<file path="src/rtl/lce_pkg.sv">
package lce_pkg;
   localparam int CODE_W = 4;
   localparam int DW_W   = 3;
   typedef logic [CODE_W-1:0] code_t;
   typedef logic [DW_W-1:0]   dw_t;

   // Complementary pairs for the two unbalanced datawords
   localparam code_t ZERO_CODE_A = 4'b0010;
   localparam code_t ZERO_CODE_B = 4'b1101;
   localparam code_t ONES_CODE_A = 4'b1011;
   localparam code_t ONES_CODE_B = 4'b0100;

   function automatic code_t lce_map(input dw_t dw, input logic zflag, input logic oflag);
      code_t c;
      case (dw)
         3'b000:  c = zflag ? ZERO_CODE_B : ZERO_CODE_A;
         3'b001:  c = 4'b1001;
         3'b010:  c = 4'b1010;
         3'b011:  c = 4'b0011;
         3'b100:  c = 4'b1100;
         3'b101:  c = 4'b0101;
         3'b110:  c = 4'b0110;
         default: c = oflag ? ONES_CODE_B : ONES_CODE_A;
      endcase
      return c;
   endfunction
endpackage

</file>
<file path="src/rtl/lce_wordgather.sv">
module lce_wordgather #(
   parameter int SLOTS = 4
) (
   input  logic                     clk,
   input  logic                     rst,
   input  logic                     main_bit,
   input  logic                     sup_bit,
   output logic [$clog2(SLOTS)-1:0] phase,
   output logic                     load,
   output lce_pkg::dw_t             dataword
);
   localparam int PH_W = $clog2(SLOTS);
   localparam logic [PH_W-1:0] LOAD_PH = PH_W'(SLOTS / 2);

   logic [PH_W-1:0] phase_q;
   logic            first_main_q;

   always_ff @(posedge clk) begin
      if (rst) begin
         phase_q      <= '0;
         first_main_q <= 1'b0;
      end else begin
         phase_q <= phase_q + 1'b1;
         if (phase_q == '0) first_main_q <= main_bit;
      end
   end

   assign phase    = phase_q;
   assign load     = (phase_q == LOAD_PH);
   assign dataword = {sup_bit, first_main_q, main_bit};
endmodule

</file>
<file path="src/rtl/lce_disparity.sv">
module lce_disparity (
   input  logic         clk,
   input  logic         rst,
   input  logic         load,
   input  lce_pkg::dw_t dataword,
   output logic         zero_flag,
   output logic         one_flag
);
   logic [1:0] flag_q;

   // Flag 0 follows the all-zero word, flag 1 the all-one word
   for (genvar g = 0; g < 2; g++) begin : g_flag
      localparam lce_pkg::dw_t TARGET = (g == 0) ? '0 : '1;
      always_ff @(posedge clk) begin
         if (rst)                             flag_q[g] <= 1'b0;
         else if (load && dataword == TARGET) flag_q[g] <= ~flag_q[g];
      end
   end

   assign zero_flag = flag_q[0];
   assign one_flag  = flag_q[1];
endmodule

</file>
<file path="src/rtl/lce_serializer.sv">
module lce_serializer #(
   parameter int SLOTS     = 4,
   parameter bit MSB_FIRST = 1'b1
) (
   input  logic                     clk,
   input  logic                     rst,
   input  logic                     load,
   input  logic [$clog2(SLOTS)-1:0] phase,
   input  lce_pkg::code_t           code_in,
   output lce_pkg::code_t           code_q,
   output logic                     ser
);
   localparam int PH_W = $clog2(SLOTS);

   logic [PH_W-1:0] slot;
   logic [PH_W-1:0] idx;

   always_ff @(posedge clk) begin
      if (rst)       code_q <= '0;
      else if (load) code_q <= code_in;
   end

   // The slot after the load edge carries the first bit
   assign slot = phase + 1'b1;

   if (MSB_FIRST) begin : g_msb
      assign idx = ~slot;
   end else begin : g_lsb
      assign idx = slot;
   end

   assign ser = code_q[idx];
endmodule

</file>
<file path="src/rtl/dcb_line_encoder.sv">
module dcb_line_encoder #(
   parameter bit SERIAL_MSB_FIRST = 1'b1
) (
   input  logic       clk,
   input  logic       rst,
   input  logic       main_bit,
   input  logic       sup_bit,
   output logic       line_out,
   output logic [3:0] code_out
);
   localparam int SLOTS = lce_pkg::CODE_W;
   localparam int PH_W  = $clog2(SLOTS);

   initial begin
      assert (SLOTS == (1 << PH_W) && SLOTS == 2 * (lce_pkg::DW_W - 1))
         else $error("codeword width must be a power of two matching the dataword");
   end

   logic [PH_W-1:0] phase;
   logic            load;
   lce_pkg::dw_t    dataword;
   logic            zero_flag;
   logic            one_flag;
   lce_pkg::code_t  next_code;
   lce_pkg::code_t  code_q;

   lce_wordgather #(.SLOTS(SLOTS)) u_gather (
      .clk(clk), .rst(rst), .main_bit(main_bit), .sup_bit(sup_bit),
      .phase(phase), .load(load), .dataword(dataword)
   );

   lce_disparity u_disp (
      .clk(clk), .rst(rst), .load(load), .dataword(dataword),
      .zero_flag(zero_flag), .one_flag(one_flag)
   );

   assign next_code = lce_pkg::lce_map(dataword, zero_flag, one_flag);

   lce_serializer #(.SLOTS(SLOTS), .MSB_FIRST(SERIAL_MSB_FIRST)) u_ser (
      .clk(clk), .rst(rst), .load(load), .phase(phase),
      .code_in(next_code), .code_q(code_q), .ser(line_out)
   );

   assign code_out = code_q;
endmodule

</file>
<file path="config.mk">
export PLATFORM = sky130hd
export DESIGN_NAME = dcb_line_encoder
export DESIGN_NICKNAME = d
export VERILOG_FILES = /design/src/rtl/lce_pkg.sv /design/src/rtl/lce_wordgather.sv /design/src/rtl/lce_disparity.sv /design/src/rtl/lce_serializer.sv /design/src/rtl/dcb_line_encoder.sv
export SDC_FILE = /design/constraint.sdc
export NUM_CORES = 1
export LEC_CHECK = 0
export BUFFER_PORTS_ARGS = -buffer_cell sky130_fd_sc_hd__buf_4
export CAP_MARGIN = 20
export CELL_PAD_IN_SITES_DETAIL_PLACEMENT = 0
export CELL_PAD_IN_SITES_GLOBAL_PLACEMENT = 2
export CORE_MARGIN = 3
export CORE_UTILIZATION = 32
export DETAILED_ROUTE_END_ITERATION = 7
export GPL_TIMING_DRIVEN = 0
export PLACE_DENSITY = 0.76
export SETUP_SLACK_MARGIN = 0.1
export SYNTH_ARGS = -nofsm -noshare
export SYNTH_HDL_FRONTEND = slang
export SYNTH_SLANG_ARGS = --single-unit
</file>
<file path="constraint.sdc">
create_clock -name clk -period 3.5 [get_ports clk]
set_input_delay 0.35 -clock clk [delete_from_list [all_inputs] [get_ports clk]]
set_output_delay 0.35 -clock clk [all_outputs]
set_load 0.02 [all_outputs]
</file>
# Word level (Yosys, flattened, before mapping)
# Cells that the tools add are included.
[word_totals]
out_inout_bits = 5
register_bits = 9
wordCells = 27
[op_classes]
eq_ne = 8
muxes = 5
magnitude_cmp = 1
n_reduce_logical = 4
bitwise = 3
add_sub_neg = 1
[ops]
columns = ["cell", "n"]
rows = [
  ["case mux 4 bit (7 select lines)", 1],
  ["equality test 3 bit, second input constant", 4],
  ["2-to-1 mux 4 bit", 2],
  ["equality test 3 x 2 -> 1 bit, second input constant", 2],
  ["equality test 3 x 1 -> 1 bit, second input constant", 1],
  ["zero test 3 bit", 1],
  ["< comparator 2 x 3 -> 1 bit, second input constant", 1],
  ["adder 2 x 1 -> 2 bit, second input constant", 1],
  ["binary-select mux 1 bit (select 2 bit)", 1],
  ["equality test 2 bit, second input constant", 1],
  ["logical AND 1 bit", 2],
  ["zero test 2 bit", 1],
  ["inverter 1 bit", 2],
  ["inverter 2 bit", 1],
  ["2-to-1 mux 1 bit", 1],
]

# Logic depth before layout (Yosys ltp)
[logic_depth]
word_depth = 4
depth_mapped = 6
ltp_nobuf = 5

# Hierarchy
# From an unflattened synthesis, not the netlist that was laid out.
[unflattened]
cells_unflattened = 56
area_unflattened_um2 = 489.2
[by_module_without_submodules]
columns = ["mod", "seq_area_each_um2", "n_inst", "area_each_um2", "cells_each"]
rows = [
  ["lce_serializer", 80.1, 1, 162.7, 14],
  ["lce_wordgather", 60.1, 1, 138.9, 14],
  ["lce_disparity", 40.0, 1, 103.8, 10],
  ["dcb_line_encoder", 0.0, 1, 83.8, 18],
]

# Least setup slack after synthesis
# OpenSTA, ideal clock, no wires.
[synth_timing]
path_kind = "reg2out"
startpoint = "register u_gather.phase_q[0], in the netlist u_gather.phase[0]"
endpoint = "output line_out"
required_time_ps = 3150
t_arrival_ps = 1249
path_slack_ps = 1901
path_buffers = 0
path_stages_with_launch = 4
path_cell_list = "dfxtp_1 > inv_1 > ha_1 > mux4_2"
[synth_via]
elab_chain_cells = 4
[synth_rtl]
columns = ["element", "line", "text"]
rows = [
  ["from (decl)", "lce_wordgather.sv:15", "logic [PH_W-1:0] phase_q;"],
  ["from (signal assigned)", "lce_wordgather.sv:23", "phase_q <= phase_q + 1'b1;"],
  ["adder 2 x 1 -> 2 bit", "lce_serializer.sv:24", "assign slot = phase + 1'b1;"],
  ["named net u_ser.slot[0]", "lce_serializer.sv:15", "logic [PH_W-1:0] slot;"],
  ["inverter 2 bit", "lce_serializer.sv:27", "assign idx = ~slot;"],
  ["binary-select mux 1 bit (select 2 bit)", "lce_serializer.sv:32", "assign ser = code_q[idx];"],
  ["2-to-1 mux 1 bit (implied by the code)", "lce_serializer.sv:32", ""],
  ["to (decl)", "dcb_line_encoder.sv:8", "output logic line_out,"],
]
# The timed path passes the listed nets, and every way through them passes these cells. The select of a mux whose other input is x is not followed.

# Worst setup path after layout
# Same ends and word-level chain as after synthesis.

==> flow_summary.ini <==
[synth]
synthCells = 57
synth.area.top_cells = dfxtp_1 36%, nor2_1 6.0%, ha_1 5.0%, nor2b_1 5.0%, o21ai_0 5.0%
synth_seq_cells = 9
synth_nets = 63
ys_warn_count = 0
synth_top_area_cell = dfxtp_1
yosys_most_used_dff = dfxtp_1
async_flop_share_pct = 0
synth-edff-count = 0
synth.avg_cell_area_um2 = 8.736
ys_types = 24
syn_area_um2 = 498.0
yosys.area.top_type_share_pct = 36.18
yosysSeqAreaShare_pct = 36.18

[worst_setup_path]
critPathCaptureType = output port
startpoint = u_gather.phase[0]
critPathRequiredTime_ns = 3.15
crit_arrival_ns = 1.65
worst_setup_path_start_kind = flip-flop
path_max_fanout = 3
path_cells = inv_1, ha_1, mux4_2, buf_4
cpMaxStageDelayCell = mux4_2
r2r-start = u_gather.phase[0]
criticalPathCategory = flip-flop to output port
slowest_delay_ns = 0.49

[route]
ant_nets = 0
initialDrtViolationCount = 4
drt-total-wl_um = 979
wire_per_inst_um = 11.80
dr.pass1.iters = 4
vias_per_cell = 4.880
via_count = 405
drcViolationCount = 0

[sta]
max_slew_margin_pct = 73.67
finClkSkew_ns = 0.005209
period_share_pct = 57.15
final.min_clock_period_ns = 2.000
hold_viol_final = 0
fmax_mhz = 499.9
worst_pin_slew_ns = 0.3949
setup_tns_ns = 0
setup_viol = 0
rsz0062_at_grt = false
slew_viol_final = 0

[placement]
gp_congestion = 0.6594
dp_hpwl_um = 699.6
port_buffers = 7

[floorplan]
coreArea_um2 = 1383
die_area_um2 = 2066
die_y_um = 45.45
die_width_um = 45.45
ios = 9
start_util_pct = 36.02
rows = 13

[clock_network]
holdBufCountCts = 0
clk_pin_slew_ns = 0.06
root_buffer = clkbuf_4
clock_latency_ns = 0.27
htree_levels = 1
cts_buffer_depth = 2
cts_inserted_buffers = 3
cts_resized = 0
postCtsSetupBuffers = 0
cts_tree = yes
cts.sinks = 9

[power_and_ir_drop]
power_leakage_nw = 0.2410
powerDensity_nw_per_um2 = 421.4
irDropWorstVdd_v = 0.0001194
p_total_mw = 0.2510

[layout]
drive_gt1_share_pct = 23.53
mostFrequentLayoutCell = dfxtp_1
diodes = 0
area_delta_synth_final_pct = 19.60
finish.net_count = 75
final_cell_mix = 9 x dfxtp_1, 8 x nor2_1, 7 x buf_4, 5 x o21ai_0
nFillCells = 161

[grt]
grtUsageMet1_pct = 14.81
grt_pass1_wl_mm = 1.552
grt_util_met3_pct = 1.581
use_met2_pct = 13.93
antenna_found_initial = 0
grt_max_degree = 11
grtUsageTotal_pct = 11.06
grt.overflow.total = 0
busiest_layer = met1
grt_pass1_vias = 348

[worst_hold_path]
min_from = rst
hold_path_class = input pin to flip-flop

[job]
maxCapViolations = 0

[status]
outcome = complete, no violations
through the flow:
step | cell area (µm²) | worst slack, ns | cells | hold WS [ns] | utilization, %
2_1_floorplan | 498.0 | 1.901 | 57 | 0.4180 | -
3_3_place_gp | 569.3 | 1.773 | 79 | 0.4324 | 41.18
3_5_place_dp | 569.3 | 1.771 | 79 | 0.4375 | 41.18
6_report | 595.6 | 1.500 | 83 | 0.4369 | 43.08
5_1_grt | 595.6 | 1.408 | 83 | 0.4863 | 43.08
4_1_cts | 595.6 | 1.473 | 83 | 0.4294 | 43.08
cell type report:
type	instances	area, µm²	share of cell area [%]
Tap cell	15	18.77	3.151
Timing Repair Buffer	7	52.55	8.824
Inverter	4	15.01	2.521
Buffer	5	36.28	6.092
Multi-Input combinational cell	39	266.5	44.75
Clock buffer	4	26.28	4.412
Sequential cell	9	180.2	30.25
cell usage after synthesis, drive strengths merged, types with 2 or more instances:
cell   number
nor2b       4
inv         4
ha          2
buf         4
dfxtp       9
a21oi       2
o21ai       5
nand2       4
nor2        8
xnor2       2
worst paths after layout:
path | cells past startpoint | slack, ns | endpoint
worst max-delay path | 4 | 1.50 | line_out
worst min-delay path | 2 | 0.44 | u_gather.phase[0]
worst max register to register | 6 | 2.22 | u_disp.zero_flag
worst min register to register | 1 | 0.45 | u_gather.phase[0]
sequential cells by signal, indices dropped and copies added (netlist names):
signal / cells
u_disp.one_flag: 1
u_disp.zero_flag: 1
u_gather.first_main_q: 1
u_gather.phase: 2
u_ser.code_q: 4
cells by family after synthesis:
logic type | share of synthesized area (%)
AND/OR/NAND/NOR | 23.87
flip-flops | 36.18
adder cells (fa/ha/maj) | 5.024
AO/OA/AOI/OAI | 14.57
XOR/XNOR | 3.518
buffers and inverters | 10.30
multiplexers | 6.532
per-layer routing:
| layer | part of all wire [%] | routed length, µm |
|---|---|---|
| met4 | 3.3 | 32 |
| met5 | 0 | 0 |
| met2 | 42 | 412 |
| met1 | 49 | 484 |
| met3 | 5.0 | 49 |
critical path, delay by kind of cell, from the launching register on:
kind / cells / cell delay [ns]
multiplexers: 1 / 0.49
buffers and inverters: 2 / 0.24
adder cells (fa/ha/maj): 1 / 0.31
flip-flops: 1 / 0.35
where the power goes:
part	leakage [nW]	internal [mW]	total, mW	switching, mW
registers	0.0737	0.109	0.114	0.00466
logic	0.152	0.0256	0.0534	0.0278
clock network	0.0150	0.0441	0.0836	0.0395
total	0.241	0.179	0.251	0.0719
Note: power is estimated with default switching activity, not from simulation.
